<file path="src/rtl/phc_pkg.sv">
package phc_pkg;
  localparam int NSTG  = 8;
  localparam int ST_F1 = 0;
  localparam int ST_F2 = 1;
  localparam int ST_D1 = 2;
  localparam int ST_D2 = 3;
  localparam int ST_X  = 4;
  localparam int ST_M1 = 5;
  localparam int ST_M2 = 6;
  localparam int ST_WB = 7;
  // valid bits needed: fetch through first memory stage
  localparam int VLD_W = ST_M1 + 1;
  localparam int CLS_W = 2;

  typedef enum logic [CLS_W-1:0] {
    CLS_ALU    = 2'd0,
    CLS_LOAD   = 2'd1,
    CLS_BRANCH = 2'd2,
    CLS_JUMP   = 2'd3
  } iclass_e;
endpackage

</file>
<file path="src/rtl/phc_loaduse_det.sv">
module phc_loaduse_det #(
  parameter int RW    = 5,
  parameter int NPROD = 2,
  parameter int NSRC  = 2
) (
  input  logic                       clk,
  input  logic                       rst_n,
  input  logic                       cons_vld_i,
  input  logic [NSRC-1:0][RW-1:0]    src_i,
  input  logic [NPROD-1:0]           prod_ld_i,
  input  logic [NPROD-1:0][RW-1:0]   prod_rd_i,
  output logic                       hazard_o
);
  localparam int NPAIR = NPROD * NSRC;

  logic [NPAIR-1:0] pair_hit;

  // one comparator per (producer, source) pair
  for (genvar p = 0; p < NPROD; p++) begin : g_prod
    for (genvar s = 0; s < NSRC; s++) begin : g_src
      assign pair_hit[p*NSRC+s] = prod_ld_i[p]
                                 && (src_i[s] != '0)
                                 && (src_i[s] == prod_rd_i[p]);
    end
  end

  assign hazard_o = cons_vld_i && (|pair_hit);


  zero_src_chk: assert property (@(posedge clk) disable iff (!rst_n)
    (src_i == '0) |-> !hazard_o);
endmodule

</file>
<file path="src/rtl/phc_branch_res.sv">
module phc_branch_res #(
  parameter int AW = 32
) (
  input  logic          clk,
  input  logic          rst_n,
  input  logic          en_i,
  input  logic          btb_hit_i,
  input  logic          pred_taken_i,
  input  logic [AW-1:0] pred_tgt_i,
  input  logic          taken_i,
  input  logic [AW-1:0] tgt_i,
  input  logic [AW-1:0] seq_pc_i,
  output logic          redir_o,
  output logic [AW-1:0] tgt_o
);
  logic fetched_taken;
  logic dir_wrong;
  logic addr_wrong;

  // fetch only followed a taken guess if the buffer also had a target
  assign fetched_taken = pred_taken_i & btb_hit_i;
  assign dir_wrong     = fetched_taken ^ taken_i;
  assign addr_wrong    = taken_i & fetched_taken & (pred_tgt_i != tgt_i);
  assign redir_o       = en_i & (dir_wrong | addr_wrong);
  assign tgt_o         = taken_i ? tgt_i : seq_pc_i;


  good_taken_chk: assert property (@(posedge clk) disable iff (!rst_n)
    (en_i && btb_hit_i && pred_taken_i && taken_i && (pred_tgt_i == tgt_i)) |-> !redir_o);

  good_fall_chk: assert property (@(posedge clk) disable iff (!rst_n)
    (en_i && !taken_i && !(pred_taken_i && btb_hit_i)) |-> !redir_o);

  miss_taken_chk: assert property (@(posedge clk) disable iff (!rst_n)
    (en_i && taken_i && !btb_hit_i) |-> (redir_o && (tgt_o == tgt_i)));
endmodule

</file>
<file path="src/rtl/phc_jump_res.sv">
module phc_jump_res #(
  parameter int AW = 32
) (
  input  logic          en_i,
  input  logic          btb_hit_i,
  input  logic [AW-1:0] tgt_i,
  output logic          redir_o,
  output logic [AW-1:0] tgt_o
);
  // a buffer hit already steered fetch; only a miss needs correction
  assign redir_o = en_i & ~btb_hit_i;
  assign tgt_o   = tgt_i;
endmodule

</file>
<file path="src/rtl/pipe_hazard_ctl.sv">
module pipe_hazard_ctl
  import phc_pkg::*;
#(
  parameter int AW = 32,
  parameter int RW = 5
) (
  input  logic              clk,
  input  logic              rst_n,
  input  logic [VLD_W-1:0]  stg_vld,
  input  logic [CLS_W-1:0]  d1_cls,
  input  logic [CLS_W-1:0]  d2_cls,
  input  logic [CLS_W-1:0]  x_cls,
  input  logic [CLS_W-1:0]  m1_cls,
  input  logic [RW-1:0]     x_rd,
  input  logic [RW-1:0]     m1_rd,
  input  logic [RW-1:0]     d2_rs1,
  input  logic [RW-1:0]     d2_rs2,
  input  logic              d1_btb_hit,
  input  logic [AW-1:0]     d1_jmp_tgt,
  input  logic              d2_btb_hit,
  input  logic              d2_pred_taken,
  input  logic [AW-1:0]     d2_pred_tgt,
  input  logic              d2_br_taken,
  input  logic [AW-1:0]     d2_br_tgt,
  input  logic [AW-1:0]     d2_seq_pc,
  output logic [NSTG-1:0]   stg_hold,
  output logic [NSTG-1:0]   stg_flush,
  output logic              redir_vld,
  output logic [AW-1:0]     redir_tgt
);
  localparam int NPROD = 2;
  localparam int NSRC  = 2;

  logic                       lu_stall;
  logic [NSRC-1:0][RW-1:0]    d2_srcs;
  logic [NPROD-1:0]           prod_ld;
  logic [NPROD-1:0][RW-1:0]   prod_rd;
  logic                       br_en;
  logic                       jmp_en;
  logic                       br_fix;
  logic                       jmp_fix;
  logic [AW-1:0]              br_addr;
  logic [AW-1:0]              jmp_addr;
  logic                       br_win;
  logic                       jmp_win;

  // ---------------- load-use detection (D2 against X, M1) ----------------
  assign d2_srcs[0] = d2_rs1;
  assign d2_srcs[1] = d2_rs2;
  assign prod_ld[0] = stg_vld[ST_X]  && (x_cls  == CLS_LOAD);
  assign prod_ld[1] = stg_vld[ST_M1] && (m1_cls == CLS_LOAD);
  assign prod_rd[0] = x_rd;
  assign prod_rd[1] = m1_rd;

  phc_loaduse_det #(.RW(RW), .NPROD(NPROD), .NSRC(NSRC)) u_lu (
    .clk        (clk),
    .rst_n      (rst_n),
    .cons_vld_i (stg_vld[ST_D2]),
    .src_i      (d2_srcs),
    .prod_ld_i  (prod_ld),
    .prod_rd_i  (prod_rd),
    .hazard_o   (lu_stall)
  );

  // ---------------- control-flow resolution ----------------
  // a held D2/D1 instruction does not resolve until the hold releases
  assign br_en  = stg_vld[ST_D2] && (d2_cls == CLS_BRANCH) && !lu_stall;
  assign jmp_en = stg_vld[ST_D1] && (d1_cls == CLS_JUMP)   && !lu_stall;

  phc_branch_res #(.AW(AW)) u_br (
    .clk          (clk),
    .rst_n        (rst_n),
    .en_i         (br_en),
    .btb_hit_i    (d2_btb_hit),
    .pred_taken_i (d2_pred_taken),
    .pred_tgt_i   (d2_pred_tgt),
    .taken_i      (d2_br_taken),
    .tgt_i        (d2_br_tgt),
    .seq_pc_i     (d2_seq_pc),
    .redir_o      (br_fix),
    .tgt_o        (br_addr)
  );

  phc_jump_res #(.AW(AW)) u_jmp (
    .en_i      (jmp_en),
    .btb_hit_i (d1_btb_hit),
    .tgt_i     (d1_jmp_tgt),
    .redir_o   (jmp_fix),
    .tgt_o     (jmp_addr)
  );

  // older instruction (D2 branch) takes precedence over the D1 jump
  assign br_win    = br_fix;
  assign jmp_win   = jmp_fix && !br_fix;
  assign redir_vld = br_win | jmp_win;
  assign redir_tgt = br_win ? br_addr : (jmp_win ? jmp_addr : '0);

  // ---------------- per-stage hold / squash ----------------
  for (genvar s = 0; s < NSTG; s++) begin : g_stage
    if (s <= ST_D2) begin : g_front
      assign stg_hold[s] = lu_stall;
    end else begin : g_back
      assign stg_hold[s] = 1'b0;
    end

    if (s < ST_D1) begin : g_fetch_kill
      assign stg_flush[s] = stg_vld[s] & redir_vld;
    end else if (s == ST_D1) begin : g_dec_kill
      assign stg_flush[s] = stg_vld[s] & br_win;
    end else begin : g_no_kill
      assign stg_flush[s] = 1'b0;
    end
  end


  hold_no_redir_chk: assert property (@(posedge clk) disable iff (!rst_n)
    stg_hold[ST_D2] |-> !redir_vld);

  hold_has_load_chk: assert property (@(posedge clk) disable iff (!rst_n)
    stg_hold[ST_D2] |-> ((stg_vld[ST_X] && x_cls == CLS_LOAD) ||
                         (stg_vld[ST_M1] && m1_cls == CLS_LOAD)));

  redir_kills_fetch_chk: assert property (@(posedge clk) disable iff (!rst_n)
    redir_vld |-> ((stg_flush[ST_F1] == stg_vld[ST_F1]) &&
                   (stg_flush[ST_F2] == stg_vld[ST_F2])));

  d1_kill_is_branch_chk: assert property (@(posedge clk) disable iff (!rst_n)
    (redir_vld && stg_flush[ST_D1]) |-> ((redir_tgt == d2_br_tgt) || (redir_tgt == d2_seq_pc)));

  jump_hit_quiet_chk: assert property (@(posedge clk) disable iff (!rst_n)
    (stg_vld[ST_D1] && d1_cls == CLS_JUMP && d1_btb_hit) |-> (!redir_vld || stg_flush[ST_D1]));

  idle_tgt_chk: assert property (@(posedge clk) disable iff (!rst_n)
    !redir_vld |-> (redir_tgt == '0));
endmodule

</file>
<file path="config.mk">
export PLATFORM = sky130hd
export DESIGN_NAME = pipe_hazard_ctl
export DESIGN_NICKNAME = d
export VERILOG_FILES = /design/src/rtl/phc_pkg.sv /design/src/rtl/phc_loaduse_det.sv /design/src/rtl/phc_branch_res.sv /design/src/rtl/phc_jump_res.sv /design/src/rtl/pipe_hazard_ctl.sv
export SDC_FILE = /design/constraint.sdc
export NUM_CORES = 1
export LEC_CHECK = 0
export BUFFER_PORTS_ARGS = -buffer_cell sky130_fd_sc_hd__buf_2
export CORE_ASPECT_RATIO = 0.9
export CORE_MARGIN = 5
export CORE_UTILIZATION = 34
export DETAILED_ROUTE_END_ITERATION = 16
export PLACE_DENSITY = 0.81
export SLEW_MARGIN = 25
export SYNTH_ARGS = -nofsm -noshare
export SYNTH_HDL_FRONTEND = slang
export SYNTH_SLANG_ARGS = --single-unit
</file>
<file path="constraint.sdc">
create_clock -name vclk -period 2.2
set_clock_uncertainty 0.1 [all_clocks]
set_input_delay 0.22 -clock vclk [all_inputs]
set_output_delay 0.22 -clock vclk [all_outputs]
set_load 0.01 [all_outputs]
</file>
# After elaboration in Yosys (flattened, before gate mapping)
# Cells that the tools add are included.
[word_totals] regBits=0 inputBits=168 elab_cells=45 out_inout_bits=49
[op_classes] mux=3 bitwise=12 n_eq_ne=9 n_reduce_logical=21
[op_table] operator="$mux 32" count=3
[op_table] operator="$ne 32x32->1" count=1
[op_table] operator="$eq 5x5->1" count=4
[op_table] operator="$logic_and 1x1->1" count=16
[op_table] operator="$reduce_bool 5->1" count=2
[op_table] operator="$and 1x1->1" count=8
[op_table] operator="$eq 2x1->1 const B" count=2
[op_table] operator="$eq 2x2->1 const B" count=2
[op_table] operator="$reduce_or 4->1" count=1
[op_table] operator="$logic_not 1->1" count=2
[op_table] operator="$or 1x1->1" count=2
[op_table] operator="$not 1->1" count=1
[op_table] operator="$xor 1x1->1" count=1

# Logic depth before layout (Yosys ltp)
# Gate-level depths: netlist of run 1.
[depth] word_depth=13 depth_mapped=8 ltp_nobuf=6

# Modules after synthesis
# Synthesis of run 1 repeated with hierarchy kept, for this count alone.
[hier_totals] cells_unflattened=214 area_unflattened_um2=1804.2
[modules_own_cells] module="phc_branch_res" instances=1 area_per_inst_um2=755.7 seq_area_each_um2=0.0 cells_per_inst=83
[modules_own_cells] module="pipe_hazard_ctl" instances=1 area_per_inst_um2=526.8 seq_area_each_um2=0.0 cells_per_inst=65
[modules_own_cells] module="phc_loaduse_det" instances=1 area_per_inst_um2=267.8 seq_area_each_um2=0.0 cells_per_inst=33
[modules_own_cells] module="phc_jump_res" instances=1 area_per_inst_um2=254.0 seq_area_each_um2=0.0 cells_per_inst=33

# Least setup slack after synthesis of run 1
# OpenSTA, ideal clock, no wires.
[synth_timing] path_kind="input-to-output" from="in x_rd[3]" to="out redir_tgt[25]" path_slack_ns=-0.114 n_path_buf=2 arrival_time_ns=1.994 stages=8 required_ns=1.880 path_cell_list="xor2_1 > or4_1 > nor4_2 > nor4_1 > o211ai_1 > buf_6 > buf_6 > mux2i_1"
[synth_between] elab_chain_len=11 word_cells_on_any_way=15 classes_between="eq/ne: 2; mux: 2; bitwise: 2; reduce/logical: 9"
[synth_lines] item="start, declared" line_no="pipe_hazard_ctl.sv:14" source="input logic [RW-1:0] x_rd,"
[synth_lines] item="$eq 5x5->1" line_no="phc_loaduse_det.sv:23" source="&& (src_i[s] == prod_rd_i[p]);"
[synth_lines] item="$logic_and 1x1->1" line_no="phc_loaduse_det.sv:23"
[synth_lines] item="$reduce_or 4->1 (*)" line_no="phc_loaduse_det.sv:27" source="assign hazard_o = cons_vld_i && (|pair_hit);"
[synth_lines] item="$logic_and 1x1->1 (*)" line_no="phc_loaduse_det.sv:27"
[synth_lines] item="$logic_not 1->1 (*)" line_no="pipe_hazard_ctl.sv:67, pipe_hazard_ctl.sv:68"
[synth_lines] item="$logic_and 1x1->1" line_no="pipe_hazard_ctl.sv:67" source="assign br_en = stg_vld[ST_D2] && (d2_cls == CLS_BRANCH) && !lu_stall;"
[synth_lines] item="$and 1x1->1" line_no="phc_branch_res.sv:24" source="assign redir_o = en_i & (dir_wrong | addr_wrong);"
[synth_lines] item="$logic_not 1->1" line_no="pipe_hazard_ctl.sv:94" source="assign jmp_win = jmp_fix && !br_fix;"
[synth_lines] item="$logic_and 1x1->1" line_no="pipe_hazard_ctl.sv:94"
[synth_lines] item="$mux 32" line_no="pipe_hazard_ctl.sv:96" source="assign redir_tgt = br_win ? br_addr : (jmp_win ? jmp_addr : '0);"
[synth_lines] item="$mux 32 (*)" line_no="pipe_hazard_ctl.sv:96"
[synth_lines] item="end, declared" line_no="pipe_hazard_ctl.sv:29" source="output logic [AW-1:0] redir_tgt"
# Mark *: on every way between the ends. The rest lies on a longest branch, timed or not.

# Worst setup path in the final report of run 1
[layout_timing] from="in d2_rs1[0]" to="out stg_flush[1]"
[layout_between] elab_chain_len=12 word_cells_on_any_way=18 classes_between="eq/ne: 2; bitwise: 4; reduce/logical: 12"
[layout_lines] item="start, declared" line_no="pipe_hazard_ctl.sv:16" source="input logic [RW-1:0] d2_rs1,"
[layout_lines] item="$reduce_bool 5->1" line_no="phc_loaduse_det.sv:22" source="&& (src_i[s] != '0)"
[layout_lines] item="$logic_and 1x1->1" line_no="phc_loaduse_det.sv:22"
[layout_lines] item="$logic_and 1x1->1" line_no="phc_loaduse_det.sv:23"
[layout_lines] item="$reduce_or 4->1 (*)" line_no="phc_loaduse_det.sv:27"
[layout_lines] item="$logic_and 1x1->1 (*)" line_no="phc_loaduse_det.sv:27"
[layout_lines] item="$logic_not 1->1 (*)" line_no="pipe_hazard_ctl.sv:67, pipe_hazard_ctl.sv:68"
[layout_lines] item="$logic_and 1x1->1" line_no="pipe_hazard_ctl.sv:67"
[layout_lines] item="$and 1x1->1" line_no="phc_branch_res.sv:24"
[layout_lines] item="$logic_not 1->1" line_no="pipe_hazard_ctl.sv:94"
[layout_lines] item="$logic_and 1x1->1" line_no="pipe_hazard_ctl.sv:94"
[layout_lines] item="$or 1x1->1 (*)" line_no="pipe_hazard_ctl.sv:95" source="assign redir_vld = br_win | jmp_win;"
[layout_lines] item="$and 1x1->1 (*)" line_no="pipe_hazard_ctl.sv:107" source="assign stg_flush[s] = stg_vld[s] & redir_vld;"
[layout_lines] item="end, declared" line_no="pipe_hazard_ctl.sv:27" source="output logic [NSTG-1:0] stg_flush,"
# Marked as above.

==> results of run 1 <==
==> worst min-delay path, stage by stage <==
cell    delay (ns)
buf_2         0.08
inv_1         0.06
nor2_4        0.10
buf_6         0.10
==> routing by layer <==
layer	GRT usage, %	up-vias
met4	6.21	0
met2	42.2	154
met3	3.94	26
met1	26.1	1314
li1	-	1373
met5	0	-
==> layout by cell type (no fill, tap or decap), drive strengths merged <==
cell type,instances
clkbuf,2
and3b,1
nor2b,32
a21boi,3
xor2,14
conb,9
nand2,2
nor4,7
buf,253
and2,2
nand3b,1
o41ai,1
nand4,42
nand4b,1
inv,2
xnor2,38
nor2,4
o211ai,1
ha,1
mux2i,64
or4,4
==> what timing repair did <==
action                                 4_1_cts  5_1_grt
resized for setup                           24       17
endpoints found under the hold margin        0        0
setup endpoints to repair                   40       40
gates cloned                                 4        2
pin swaps                                    4        1
buffers inserted                             6        4
hold buffers                                 0        0
==> stage by stage <==
| step | worst slack (ns) | setup TNS (ns) |
|---|---|---|
| detailed placement | -0.464 | -15.12 |
| global route | -0.483 | -16.96 |
| global placement | -0.503 | -16.20 |
| finish | -0.421 | -12.54 |
| CTS | -0.391 | -12.55 |
| floorplan | -0.0892 | -2.50 |
==> how the worst max path moves through the flow <==
stage | startpoint | to | slack [ns] | depth (start not counted)
CTS | d2_rs1[0] | stg_flush[0] | -0.39 | 10
global route | x_rd[3] | redir_tgt[5] | -0.48 | 10
finish | d2_rs1[0] | stg_flush[1] | -0.42 | 10
detailed placement | d2_br_tgt[20] | redir_tgt[30] | -0.46 | 10
floorplan | x_cls[1] | redir_tgt[25] | -0.09 | 8
global placement | d2_br_tgt[3] | redir_tgt[24] | -0.50 | 10
==> final cells by class <==
class	count	area, um2
multi-input combinational	227	1920
fill	513	2400
inverter	2	10.0
timing repair buffer	255	1620
tap	72	90.1
==> power by group <==
part	internal [mW]	total, mW	switching, mW
Combinational	0.322	0.594	0.272
Sequential	0	0	0
Clock	0	0	0
Total	0.322	0.594	0.272
==> logic make-up (layout without fill, tap and decap cells) <==
| kind of cell | count (synthesis) | in the layout | synth area share [%] |
|---|---|---|---|
| and+or+nand+nor | 96 | 96 | 29.9 |
| other | 1 | 9 | 0.180 |
| buffers and inverters | 37 | 257 | 14.0 |
| muxes | 64 | 64 | 30.7 |
| AOI/OAI and AO/OA | 5 | 5 | 2.76 |
| xor gates and xnor gates | 52 | 52 | 21.8 |
| adders and majority gates | 1 | 1 | 0.600 |
==> metrics.cfg, run 1 <==
[global_routing]
grt_max_degree = 34
grt_pass1_wl_mm = 14.7
antenna_found_initial = 0
globalRouteTotalUtil_pct = 22.6
grt_pass1_vias = 3126
grt-ovfl-total = 0

[route]
dr.pass1.iters = 4
dr_wl_met3_um = 744
postRouteAntennaNets = 0
routedWlPerCell_um = 17.6
vias_per_cell = 5.16
wl_met2_mm = 4.91
vias = 2867
top_layer = met4
met1Wirelength_mm = 3.80
totalWireLength_mm = 9.76
drt_iter0_markers = 72
drc = 0

[power_and_ir_drop]
ir_drop_mv = 0.102
p_leak_nw = 2.01
total_power_mw = 0.594
p_per_area_nw_per_um2 = 163

[setup_path]
end_kind = output port
critPathMaxFanout = 5
critPathLaunchType = primary input
crit_required_ns = 1.88
cp_top_family = simple AND/OR/NAND/NOR gates
path_buf_inv = 4
crit_type = primary input to output port
worst_path_max_delay_cell = or4_4
max_stage_delay_ns = 0.55
arrival_ns = 2.30
crit_chain = buf_8 -> or4_4 -> nor2_4 -> nor4_4 -> o41ai_4 -> buf_6 -> buf_12 -> nand4b_1 -> a21boi_1 -> buf_2

[timing]
whs_ns = 0.687
relSlewSlack_pct = 57.0
grt_setup_unrepaired = yes
period_share_pct = 119
worstMarginPinSlew_ns = 0.645
drv_slew = 0
finalWorstPathRequiredPeriod_ns = 2.62
hold_violations = 0
fmax_mhz = 382
finalSetupViolCount = 40
worst_slack_ns = -0.421

[cells_and_area]
final_util_pct = 60.3
final_nets = 655
clkbuf_count = 0
layout.cells.non_filler = 556
antenna_cells = 0
register_area_um2 = 0
drive_gt1_share_pct = 57.6
seq_cells = 0
syn_to_final_growth_pct = 74.7
stdcell_area_um2 = 3640

[floorplanning]
pin_count = 217
initial_utilization_pct = 34.5
core_um2 = 6050
die_y_um = 84.3
dieArea_um2 = 7800
die_width_um = 92.6
fp-row-count = 27

[placement]
gp_congestion = 0.822
place_area_um2 = 3310
numPortBuffers = 206
placed_cells = 543
hpwl_mm = 7.41

[logic_synthesis]
synth_area_um2 = 2090
yosys_warnings = 0
syn_inst = 256
ys_seq_area_share_pct = 0
synthTopCellsByCount = mux2i_1, nand4_1, xnor2_1
synth_top_area_cell = mux2i_1
yosys.area.top_type_share_pct = 30.7
synth_most_common_cell = mux2i_1
synth.avg_cell_area_um2 = 8.15
synth.distinct_cells = 29
ys_top_cells_by_area = mux2i_1, xnor2_1, nand4_1, nor2b_1, buf_6

[hold_path]
hold_path_class = primary input to output port
hold_end = stg_flush[2]
hp-start = stg_vld[2]
min_path_cells = 4

[run]
cap_violations = 0

[status]
status = complete, but fails checks
violations = setup timing

No activity file was read; power rests on OpenSTA's default activity.
==> run 2, diff against run 1 <==
--- a/config.mk
+++ b/config.mk
@@ -11,6 +11,7 @@
 export CORE_UTILIZATION = 34
 export DETAILED_ROUTE_END_ITERATION = 16
 export PLACE_DENSITY = 0.81
+export RECOVER_POWER = 50
 export SLEW_MARGIN = 25
 export SYNTH_ARGS = -nofsm -noshare
 export SYNTH_HDL_FRONTEND = slang
==> constraint.sdc (replaced) <==
create_clock -name vclk -period 2.2
set_clock_uncertainty 0.1 [all_clocks]
set_input_delay 0.22 -clock vclk [all_inputs]
set_output_delay 0.22 -clock vclk [all_outputs]
set_load 0.02 [all_outputs]
==> metrics.cfg, run 2 (synthesis results as in run 1) <==
[route]
vias = 2957  ; +3.1%
routedWlPerCell_um = 18.4  ; +4.9%
dr.pass1.iters = 4  ; unchanged
drc = 0  ; unchanged
vias_per_cell = 5.29  ; +2.6%
totalWireLength_mm = 10.3  ; +5.4%
postRouteAntennaNets = 0  ; unchanged
drt_iter0_markers = 84  ; +17%

[cells_and_area]
syn_to_final_growth_pct = 99.1
drive_gt1_share_pct = 63.0  ; +5.4 points
antenna_cells = 0  ; unchanged
layout.cells.non_filler = 559  ; +0.54%
layout_commonest_cell = buf_2
clkbuf_count = 0  ; unchanged
final_nets = 658  ; +0.46%
final_cell_mix = buf_2, buf_4, nand4_1, buf_6, xnor2_1
seq_cells = 0  ; unchanged
register_area_um2 = 0  ; unchanged

[timing]
period_share_pct = 123  ; +4.1 points
worst_slack_ns = -0.511  ; -0.0902 ns
grt_setup_unrepaired = yes
drv_slew = 0  ; unchanged
finalSetupViolCount = 40  ; unchanged
finalWorstPathRequiredPeriod_ns = 2.71  ; +0.0902 ns
whs_ns = 0.717  ; +0.0293 ns
hold_violations = 0  ; unchanged
worstMarginPinSlew_ns = 0.669  ; +0.0233 ns
fmax_mhz = 369  ; -3.3%
relSlewSlack_pct = 55.4  ; -1.6 points
tns_ns = -17.54  ; -5.00 ns

[placement]
placed_cells = 548  ; +0.92%
gp_congestion = 0.923  ; +12%
hpwl_mm = 7.87  ; +6.1%
numPortBuffers = 206  ; unchanged
place_ws_ns = -0.494  ; -0.0306 ns

[floorplanning]
die_y_um = 84.3  ; unchanged
core_um2 = 6050  ; unchanged
initial_utilization_pct = 34.5  ; unchanged
fp-row-count = 27  ; unchanged
pin_count = 217  ; unchanged
die_width_um = 92.6  ; unchanged
dieArea_um2 = 7800  ; unchanged

[power_and_ir_drop]
total_power_mw = 0.720  ; +21%
ir_drop_mv = 0.106  ; +4.0%
p_leak_nw = 1.98  ; -1.5%
p_per_area_nw_per_um2 = 173  ; +6.3%

[status]
violations = setup timing
status = complete, but fails checks

[global_routing]
grt-ovfl-total = 0  ; unchanged
grt_max_degree = 34  ; unchanged
grt_pass1_wl_mm = 15.0  ; +2.2%
grt_pass1_vias = 3166  ; +1.3%
antenna_found_initial = 0  ; unchanged
globalRouteTotalUtil_pct = 23.4  ; +0.81 points

[setup_path]
end_kind = output port
crit_type = primary input to output port
arrival_ns = 2.39  ; +0.09 ns
crit_required_ns = 1.88  ; about the same
critPathMaxFanout = 8  ; +3
critPathLaunchType = primary input

[hold_path]
min_path_cells = 3  ; -1
hold_path_class = primary input to output port
hold_end = stg_flush[1]
hp-start = stg_vld[1]

[run]
cap_violations = 0  ; unchanged

[clock_tree]
holdBufCountCts = 0  ; unchanged

==> run 2: worst max-delay path by stage <==
stage / start / end / depth (start not counted)
after floorplan: d2_rs2[0] / redir_tgt[2] / 7
after global placement: d2_br_tgt[7] / redir_tgt[15] / 11
after detailed placement: d2_rs2[0] / redir_tgt[22] / 9
after CTS: x_cls[1] / redir_tgt[22] / 10
after global routing: d2_rs2[2] / redir_tgt[22] / 10
final: d2_rs2[2] / redir_tgt[22] / 10
==> run 2: power breakdown <==
part / internal, mW / switching, mW / total, mW
Sequential: 0 / 0 / 0
Clock: 0 / 0 / 0
Combinational: 0.377 / 0.343 / 0.720
==> run 2: area by class of cell <==
class / instances / area [um2]
tap: 72 / 90.1
multi-input combinational: 227 / 2260
timing repair buffer: 258 / 1790
fill: 445 / 1890
inverter: 2 / 10.0
==> run 2: timing repair <==
item                                   CTS  global route
pin swaps                                2            11
setup endpoints to repair               40            40
gates cloned                             1             2
endpoints found under the hold margin    0             0
buffers inserted                         6             3
resized for setup                       75            27
==> run 2: layer usage <==
layer	vias to the layer above	track usage, %	share of wire [%]
li1	1377	-	-
met1	1379	25.1	34
met2	179	47.3	55
met4	0	3.51	2.2
met3	22	4.57	9.0
met5	-	0	0
==> run 2: critical path, stage by stage <==
cell	delay (ns)
buf_8	0.10
xor2_2	0.17
or4_4	0.56
nor4_4	0.32
nor4_1	0.08
o211ai_1	0.14
buf_4	0.21
buf_12	0.17
mux2i_4	0.25
buf_6	0.14
==> run 2: through the flow <==
stage | area, um2 | utilization (%)
global placement | 3680 | 60.9
global route | 4150 | 68.7
floorplan | 2520 | -
detailed placement | 3680 | 60.9
CTS | 3980 | 65.9
finish | 4150 | 68.7
==> run 3, diff against run 2 <==
--- a/config.mk
+++ b/config.mk
@@ -5,14 +5,16 @@
 export SDC_FILE = /design/constraint.sdc
 export NUM_CORES = 1
 export LEC_CHECK = 0
+export ABC_AREA = 1
 export BUFFER_PORTS_ARGS = -buffer_cell sky130_fd_sc_hd__buf_2
 export CORE_ASPECT_RATIO = 0.9
 export CORE_MARGIN = 5
-export CORE_UTILIZATION = 34
+export CORE_UTILIZATION = 36
 export DETAILED_ROUTE_END_ITERATION = 16
-export PLACE_DENSITY = 0.81
+export PLACE_DENSITY = 0.8
 export RECOVER_POWER = 50
 export SLEW_MARGIN = 25
 export SYNTH_ARGS = -nofsm -noshare
 export SYNTH_HDL_FRONTEND = slang
+export SYNTH_HIERARCHICAL = 1
 export SYNTH_SLANG_ARGS = --single-unit
==> metrics.cfg, run 3 <==
[floorplanning]
pin_count = 217  ; unchanged
die_y_um = 88.2  ; +4.7%
die_width_um = 96.9  ; +4.7%
fp-row-count = 28  ; +3.7%
initial_utilization_pct = 37.2  ; +2.7 points
core_um2 = 6590  ; +8.9%
dieArea_um2 = 8550  ; +9.6%

[global_routing]
grt_max_degree = 42  ; +24%
antenna_found_initial = 0  ; unchanged
grt_pass1_wl_mm = 13.7  ; -8.7%
globalRouteTotalUtil_pct = 18.6  ; -4.8 points
grt-ovfl-total = 0  ; unchanged
grt_pass1_vias = 3170  ; +0.13%

[route]
dr.pass1.iters = 4  ; unchanged
totalWireLength_mm = 9.14  ; -11%
vias = 3070  ; +3.8%
drc = 0  ; unchanged
vias_per_cell = 4.44  ; -16%
routedWlPerCell_um = 13.2  ; -28%
drt_iter0_markers = 55  ; -35%
postRouteAntennaNets = 0  ; unchanged

[timing]
fmax_mhz = 439  ; +19%
tns_ns = -0.680  ; +16.86 ns
grt_setup_unrepaired = yes
hold_violations = 0  ; unchanged
worst_slack_ns = -0.0784  ; +0.433 ns
finalSetupViolCount = 32  ; -20%
drv_slew = 0  ; unchanged
finalWorstPathRequiredPeriod_ns = 2.28  ; -0.433 ns
period_share_pct = 104  ; -20 points

[cells_and_area]
n_fill_cell = 671  ; +51%
layout_commonest_cell = buf_2
clkbuf_count = 0  ; unchanged
syn_to_final_growth_pct = 54.4
drive_gt1_share_pct = 55.2  ; -7.8 points
final_nets = 772  ; +17%
antenna_cells = 0  ; unchanged
final_cell_mix = buf_2, nand2_1, inv_1, nand3_2, nor2_1
seq_cells = 0  ; unchanged
layout.cells.non_filler = 691  ; +24%
register_area_um2 = 0  ; unchanged

[setup_path]
critPathMaxFanout = 5  ; -3
critPathLaunchType = primary input
arrival_ns = 1.96  ; -0.43 ns
end_kind = output port
crit_type = primary input to output port
crit_required_ns = 1.88  ; about the same

[placement]
gp_congestion = 0.933  ; +1.1%
placed_cells = 682  ; +24%
hpwl_mm = 7.16  ; -9.0%
numPortBuffers = 206  ; unchanged
place_ws_ns = -0.168  ; +0.326 ns

[status]
status = complete, but fails checks
violations = setup timing

[hold_path]
hold_end = stg_flush[0]
hold_path_class = primary input to output port
min_path_cells = 4  ; +1
hp-start = stg_vld[0]

[logic_synthesis]
synth_top_area_cell = nand2_1
synth.avg_cell_area_um2 = 5.72  ; -30%
ys_seq_area_share_pct = 0  ; unchanged
synth_most_common_cell = nand2_1
yosys_warnings = 6  ; +6
synth.distinct_cells = 20  ; -31%
synthTopCellsByCount = nand2_1, buf_4, inv_1
synth_area_um2 = 2450  ; +17%
yosys.area.top_type_share_pct = 25.9  ; -4.8 points
syn_inst = 428  ; +67%
ys_top_cells_by_area = nand2_1, buf_4, nand3_2, mux2_2, xnor2_1

[clock_tree]
holdBufCountCts = 0  ; unchanged

[power_and_ir_drop]
p_per_area_nw_per_um2 = 166  ; -4.3%
ir_drop_mv = 0.111  ; +4.1%
p_leak_nw = 2.14  ; +8.3%

[run]
cap_violations = 0  ; unchanged

-- run 3: layout make-up --
type	instances	area, um2	share of cell area (%)
Inverter	53	225	5.96
Multi-Input combinational cell	322	1900	50.4
Tap cell	90	113	2.98
Timing Repair Buffer	225	1520	40.3
Timing Repair inverter	1	16.3	0.430
-- run 3: worst max-delay path by stage --
stage	from	endpoint	slack [ns]	depth (start not counted)
6_report	stg_vld[5]	redir_tgt[21]	-0.08	21
2_1_floorplan	stg_vld[5]	redir_tgt[0]	0.14	20
3_5_place_dp	d2_rs1[1]	stg_flush[0]	-0.17	18
3_3_place_gp	d2_rs2[1]	stg_flush[1]	-0.15	18
5_1_grt	d2_rs2[2]	redir_tgt[21]	-0.24	19
4_1_cts	stg_vld[5]	redir_vld	-0.04	21
-- run 3: repair_timing --
| item | 4_1_cts | 5_1_grt |
|---|---|---|
| setup buffers | 6 | 0 |
| endpoints found under the setup margin | 36 | 36 |
| gates cloned | 3 | 1 |
| gates resized for setup | 90 | 40 |
| pin swaps | 6 | 9 |
-- run 3: through the flow --
step	hold slack (ns)	area, um2	power [mW]	utilization [%]
finish	0.653	3780	0.627	57.4
global route	0.678	3780	0.685	57.4
CTS	0.654	3630	0.601	55.2
detailed placement	0.652	3220	0.532	48.9
global placement	0.649	3220	0.519	48.9
floorplan	0.459	2480	0.356	-
-- run 3: critical path, stage by stage --
cell and delay (ns):
buf_6 0.09, nand2_2 0.05, nor2_1 0.03, inv_1 0.09
a21oi_2 0.04, nand2_1 0.07, nor2_1 0.04, nand2_1 0.06
nand2_1 0.06, nor2_2 0.13, nor2_2 0.06, inv_1 0.05
nand2_1 0.04, nor2_1 0.08, inv_1 0.07, a21oi_4 0.16
buf_12 0.19, clkbuf_16 0.16, nand2_1 0.04, nand2_1 0.10
buf_6 0.13
-- run 3: per-layer routing --
metal / wire length (um) / track usage [%] / share of wire (%)
met2: 4840 / 36.5 / 53
met1: 3540 / 21.8 / 39
met5: 0 / 0 / 0
met3: 580 / 2.92 / 6.3
met4: 172 / 2.93 / 1.9
-- run 3: kinds of logic after synthesis --
logic type	after synthesis	share of synthesized area [%]
AO/OA/AOI/OAI	14	2.86
XOR/XNOR	27	9.66
other	1	0.153
multiplexers	23	10.6
buffers and inverters	114	29.8
adder cells (fa/ha/maj)	1	0.511
AND/OR/NAND/NOR	248	46.4
-- run 3: power by group --
group | switching, mW | internal (mW)
Clock | 0 | 0
Sequential | 0 | 0
Combinational | 0.313 | 0.315
Total | 0.313 | 0.315
